**config.mk**
```make
export PLATFORM = sky130hd
export DESIGN_NAME = sram_gate_port
export DESIGN_NICKNAME = d
export VERILOG_FILES = /design/src/rtl/sgp_pkg.sv /design/src/rtl/sgp_decode.sv /design/src/rtl/sgp_wr_track.sv /design/src/rtl/sgp_rd_path.sv /design/src/rtl/sram_gate_port.sv
export SDC_FILE = /design/constraint.sdc
export NUM_CORES = 1
export LEC_CHECK = 0
export ABC_AREA = 1
export ABC_CLOCK_PERIOD_IN_PS = 2360
export BUFFER_PORTS_ARGS = -buffer_cell sky130_fd_sc_hd__clkbuf_2
export CORE_ASPECT_RATIO = 1.2
export CORE_MARGIN = 8
export CORE_UTILIZATION = 54
export DETAILED_ROUTE_END_ITERATION = 12
export PLACE_DENSITY = 0.93
export SLEW_MARGIN = 20
export SYNTH_ARGS = -nofsm -noshare
export SYNTH_HDL_FRONTEND = slang
export SYNTH_SLANG_ARGS = --single-unit
```
**constraint.sdc**
```tcl
create_clock -name clk -period 2.36 [get_ports clk]
set_clock_uncertainty 0.1 [all_clocks]
set_input_delay 0.472 -clock clk [delete_from_list [all_inputs] [get_ports clk]]
set_output_delay 0.472 -clock clk [all_outputs]
set_load 0.05 [all_outputs]
```
**src/rtl/sgp_pkg.sv**
```systemverilog
package sgp_pkg;

    typedef struct packed {
        logic cs_n;
        logic we_n;
        logic oe_n;
        logic busy_n;
        logic xfer;
    } ctl_t;

    typedef struct packed {
        logic rd_ok;    // read cycle legal at this edge
        logic wr_ok;    // write cycle legal at this edge
        logic blocked;  // store-busy or transfer gating
        logic cs_fall;  // chip select first seen low
        logic wr_end;   // strobe or select released
    } dec_t;

endpackage

```
**src/rtl/sgp_decode.sv**
```systemverilog
module sgp_decode
    import sgp_pkg::*;
(
    input  ctl_t ctl,
    input  logic cs_prev,
    output dec_t dec
);

    always_comb begin
        dec.blocked = !ctl.busy_n || ctl.xfer;
        dec.cs_fall = cs_prev && !ctl.cs_n;
        dec.wr_end  = ctl.cs_n || ctl.we_n;
        dec.wr_ok   = !ctl.cs_n && !ctl.we_n && !dec.blocked;
        dec.rd_ok   = !ctl.cs_n && !ctl.oe_n && ctl.we_n && !dec.blocked;
    end

endmodule

```
**src/rtl/sgp_wr_track.sv**
```systemverilog
module sgp_wr_track
    import sgp_pkg::*;
#(
    parameter int AW = 17,
    parameter int DW = 8
) (
    input  logic          clk,
    input  logic          rst_n,
    input  logic          cs_n,
    input  dec_t          dec,
    input  logic [AW-1:0] addr,
    input  logic [DW-1:0] din,
    output logic          cs_prev,
    output logic          cm_we,
    output logic [AW-1:0] cm_addr,
    output logic [DW-1:0] cm_data,
    output logic          seen
);

    typedef struct packed {
        logic          cs_prev;
        logic          act;
        logic [AW-1:0] lat;
        logic [DW-1:0] wd;
        logic          we;
        logic          seen;
        logic [AW-1:0] ca;
        logic [DW-1:0] cd;
    } st_t;

    st_t st_d, st_q;
    logic commit;

    always_comb begin
        st_d         = st_q;
        st_d.cs_prev = cs_n;
        if (dec.cs_fall) begin
            st_d.lat = addr;
        end
        st_d.act = dec.wr_ok;
        if (dec.wr_ok) begin
            st_d.wd = din;
        end
        commit    = st_q.act && !dec.wr_ok && dec.wr_end && !dec.blocked;
        st_d.we   = commit;
        st_d.seen = commit;
        if (commit) begin
            st_d.ca = st_q.lat;
            st_d.cd = st_q.wd;
        end
    end

    always_ff @(posedge clk or negedge rst_n) begin
        if (!rst_n) begin
            st_q         <= '0;
            st_q.cs_prev <= 1'b1;
        end else begin
            st_q <= st_d;
        end
    end

    assign cs_prev = st_q.cs_prev;
    assign cm_we   = st_q.we;
    assign cm_addr = st_q.ca;
    assign cm_data = st_q.cd;
    assign seen    = st_q.seen;

endmodule

```
**src/rtl/sgp_rd_path.sv**
```systemverilog
module sgp_rd_path #(
    parameter int DW = 8
) (
    input  logic          clk,
    input  logic          rst_n,
    input  logic          rd_ok,
    input  logic [DW-1:0] rdata,
    output logic          oe,
    output logic [DW-1:0] dout
);

    typedef struct packed {
        logic          oe;
        logic [DW-1:0] dout;
    } st_t;

    st_t st_d, st_q;

    always_comb begin
        st_d    = st_q;
        st_d.oe = rd_ok;
        if (rd_ok) begin
            st_d.dout = rdata;
        end
    end

    always_ff @(posedge clk or negedge rst_n) begin
        if (!rst_n) begin
            st_q <= '0;
        end else begin
            st_q <= st_d;
        end
    end

    assign oe   = st_q.oe;
    assign dout = st_q.dout;

endmodule

```
**src/rtl/sram_gate_port.sv**
```systemverilog
module sram_gate_port
    import sgp_pkg::*;
#(
    parameter int AW = 17,
    parameter int DW = 8
) (
    input  logic          clk,
    input  logic          rst_n,
    input  logic          cs_n,
    input  logic          wen_n,
    input  logic          oen_n,
    input  logic          busy_n,
    input  logic          xfer_active,
    input  logic [AW-1:0] addr,
    input  logic [DW-1:0] dq_in,
    output logic [DW-1:0] dq_out,
    output logic          dq_oe,
    output logic [AW-1:0] arr_raddr,
    input  logic [DW-1:0] arr_rdata,
    output logic          arr_we,
    output logic [AW-1:0] arr_waddr,
    output logic [DW-1:0] arr_wdata,
    output logic          wr_seen
);

    ctl_t ctl;
    dec_t dec;
    logic cs_prev;

    always_comb begin
        ctl.cs_n   = cs_n;
        ctl.we_n   = wen_n;
        ctl.oe_n   = oen_n;
        ctl.busy_n = busy_n;
        ctl.xfer   = xfer_active;
    end

    sgp_decode i_decode (
        .ctl     (ctl),
        .cs_prev (cs_prev),
        .dec     (dec)
    );

    sgp_wr_track #(.AW(AW), .DW(DW)) i_wr_track (
        .clk     (clk),
        .rst_n   (rst_n),
        .cs_n    (cs_n),
        .dec     (dec),
        .addr    (addr),
        .din     (dq_in),
        .cs_prev (cs_prev),
        .cm_we   (arr_we),
        .cm_addr (arr_waddr),
        .cm_data (arr_wdata),
        .seen    (wr_seen)
    );

    sgp_rd_path #(.DW(DW)) i_rd_path (
        .clk   (clk),
        .rst_n (rst_n),
        .rd_ok (dec.rd_ok),
        .rdata (arr_rdata),
        .oe    (dq_oe),
        .dout  (dq_out)
    );

    assign arr_raddr = addr;

endmodule

```
After elaboration in Yosys (flattened, before gate mapping) --
Cells that the tools add are included.
Storage, ports and cells: input port bits 40, bits in registers 62, output and inout port bits 53
Operators by class: reduce and logical (&&, ||, !) cells 17
Operators with widths (count):
- logical AND 1 bit | 9
- logical NOT 1 bit | 6
- logical OR 1 bit | 2

Logic depth before layout (Yosys ltp) --
depth in word-level cells 8, mapped depth 7

Modules after synthesis --
A second synthesis with hierarchy kept.
Unflattened totals: cells, all modules 306, area, all modules 2767.7 µm²
Modules (own cells, without submodules):
- sgp_wr_track | area an instance 2268.4 µm², cells an instance 245, seq. area each 1327.5 µm², instances 1
- sgp_rd_path | area an instance 330.3 µm², cells an instance 35, seq. area each 225.2 µm², instances 1
- sram_gate_port | area an instance 127.6 µm², cells an instance 17, seq. area each 0.0 µm², instances 1
- sgp_decode | area an instance 41.3 µm², cells an instance 9, seq. area each 0.0 µm², instances 1

Worst setup path before layout --
Ideal clock, no wire load.
path type register to output, start point reg i_wr_track.cm_we (netlist name), end point out wr_seen, stages on the path, launching flop included 2, path buffers 1, path slack 0.902 ns, arrival time 0.886 ns, cells stage by stage dfrtp_1 buf_4
RTL lines:
- end, declared | RTL line sram_gate_port.sv:23 | output logic wr_seen

Worst setup path in the final report --
start point reg i_wr_track.st_q, in the netlist i_wr_track.cm_addr[1], end point out arr_waddr[1]
RTL lines:
- start, declared | RTL line sgp_wr_track.sv:31 | st_t st_d, st_q;
- start signal, assigned | RTL line sgp_wr_track.sv:58 | st_q <= st_d;
- end, declared | RTL line sram_gate_port.sv:21 | output logic [AW-1:0] arr_waddr,
No word-level cell between the ends.

==> impl_metrics.ini <==
[run_status]
run_status = finished clean

[timing]
finalWorstSetupSlack_ns = 0.766
setup_viol = 0
max_freq_ghz = 0.628
fin_tns_setup_ns = 0
timing_max_transition_violations_final = 0
finalHoldViolCount = 0
final_period_minus_worst_setup_slack_ns = 1.59
worst_relative_slew_slack_pct = 60.1
unrepaired_setup_endpoints_after_global_routing = false
part_of_the_cycle_the_worst_path_needs_pct = 67.5
tightestPinTransition_ns = 0.598

[yosys]
yosys_warnings = 0
synth_seq_area_share_pct = 55.7
yosys.cell_types.count = 18
netlist_instances = 307
syn-cell-area_sq_um = 2790
synth_fp_nets = 347
ys_ff_latch = 62
syn_area_per_cell_sq_um = 9.09

[min_path]
worst_hold_path_type = in2async

[die]
core.rowCount = 28
floorplan.die.width_um = 81.6
fp.coreArea_sq_um = 4970
die-area_sq_um = 7730
initial_core_util_pct = 56.1
top_level_ports = 93
die_h_um = 94.7

[worst_setup_path]
crit_path_end_kind = primary output
cp.buffers_inverters = 1
required_ns = 1.79
critPathTopFamily = flip-flops
worstPathArrival_ns = 1.02
ff2ff_setup_slack_ns = 0.93
path_class = reg2out
start_kind = flip-flop
cp_cell_sequence = clkbuf_2
crit_path_max_incr_delay_ns = 0.39
critical_path_peak_fanout = 2
timing.critical_path.slowest_stage_cell = dfrtp_1

[drt]
via_count = 2142
average_detailed_routed_wire_length_per_instance_um = 15.1
detail-route-antenna-nets = 0
remaining_drc_errors = 0
route.detailed.vias_per_inst = 5.08
drtPass1Iterations = 4
detail_route.iter0.violations = 198
finalWirelength_mm = 6.38

[clock_network]
cts_root_buf = clkbuf_8
cts_sinks = 62
postCtsSetupBuffers = 0
cts-resized-gates = 0
clk_pin_slew_worst_setup_hold_paths_ns = 0.06
htreeDepth = 3
cts-root-to-sink-buffers = 2
cts_made_buffers = 9
cts_hold_repair.buffers = 0
tritoncts_clock_tree = built
worstSkewPairLatency_ns = 0.33

[final_layout]
layout_cells_sized_above_1_pct = 32.0
syn2layout_area_growth_pct = 12.6
filler_cell_count = 397
final_net_count = 398
final_core_util_pct = 63.2
diodes = 0

[global_routing]
antenna_found_initial = 0
via_count_of_the_first_global_routing_pass = 2193
grt_max_degree = 41
global_route.overflow_total = 0
grt_util_all_layers_pct = 17.6
global_route_wire_length_before_repair_mm = 10.5

[run]
reported_max_cap_violation_count = 0

[pwr]
powerDensity_nw_per_um2 = 943
worst_ir_drop_vdd_mv = 0.544
static-leakage-power_uw = 0.00186

[placement]
gpl.final_weighted_congestion = 0.779
pre_cts_ws_ns = 0.697
hpwlAfterDp_mm = 4.67
portBuffers = 92
[per-layer routing]
metal	track usage [%]	part of all wire, %	vias to the layer above
met4	8.36	2.0	0
li1	-	-	1036
met1	20.9	40	1012
met2	28.3	50	82
met5	0	0	-
met3	5.70	8.0	12
[sequential cells by signal, summed over array words and instances (netlist names)]
name / count
i_wr_track.st_q: 26
i_wr_track.cm_addr: 17
i_rd_path.dout: 8
i_wr_track.cm_data: 8
i_rd_path.oe: 1
i_wr_track.cm_we: 1
i_wr_track.cs_prev: 1
[logic make-up after synthesis]
group	synth area share [%]
and+or+nand+nor	29.1
DFF	55.7
buffers and inverters	15.3
[area by class of cell]
type / instances / area, sq um / area share, %
Multi-Input combinational cell: 183 / 811 / 25.8
Timing Repair Buffer: 95 / 495 / 15.8
Clock inverter: 1 / 30.0 / 0.955
Tap cell: 60 / 75.1 / 2.39
Inverter: 7 / 26.3 / 0.836
Sequential cell: 62 / 1550 / 49.4
Clock buffer: 14 / 153 / 4.86
[path summary, 6_finish.rpt]
kind                                           to  cells after the start                  start
max in group asynchronous     i_wr_track.st_q[51]                      2                  rst_n
min in group clk               i_wr_track.cs_prev                      1                   cs_n
max reg2reg                   i_wr_track.st_q[35]                      3     i_wr_track.cs_prev
min                        i_wr_track.cm_addr[10]                      1                  rst_n
min reg2reg                 i_wr_track.cm_addr[2]                      2  i_wr_track.cm_addr[2]
max                                  arr_waddr[1]                      1  i_wr_track.cm_addr[1]
[power breakdown]
group | switching, uW | total, uW | internal, uW
logic | 592 | 758 | 166
clock network | 375 | 888 | 513
registers | 98.4 | 1320 | 1220
[synthesized netlist by cell type, drive strengths merged]
cell type  instances  share of area, %
nand4              8               1.8
dfstp              1              0.94
nand3             44               8.5
inv                7              0.94
buf               53                14
nand2            127                17
clkbuf             2              0.27
nor2               4               1.5
dfrtp             61                55
[per-stage QoR]
| step | cells | hold slack [ns] | cell area [sq um] | total power (uW) |
|---|---|---|---|---|
| 2_1_floorplan | 307 | 0.0764 | 2790 | 1980 |
| 3_3_place_gp | 407 | 0.354 | 2960 | 2070 |
| 3_5_place_dp | 407 | 0.358 | 2960 | 2100 |
| 4_1_cts | 422 | 0.0357 | 3140 | 2980 |
| 5_1_grt | 422 | 0.0714 | 3140 | 3090 |
| 6_report | 422 | 0.0307 | 3140 | 2960 |
[placed cells by master, fill, tap and decap left out, drive strengths merged]
master	netlist	layout
buf	53	3
bufinv	0	1
clkbuf	2	106
dfrtp	61	61
dfstp	1	1
inv	7	7
nand2	127	127
nand3	44	44
nand4	8	8
nor2	4	4
(Power assumes the default switching activity.)
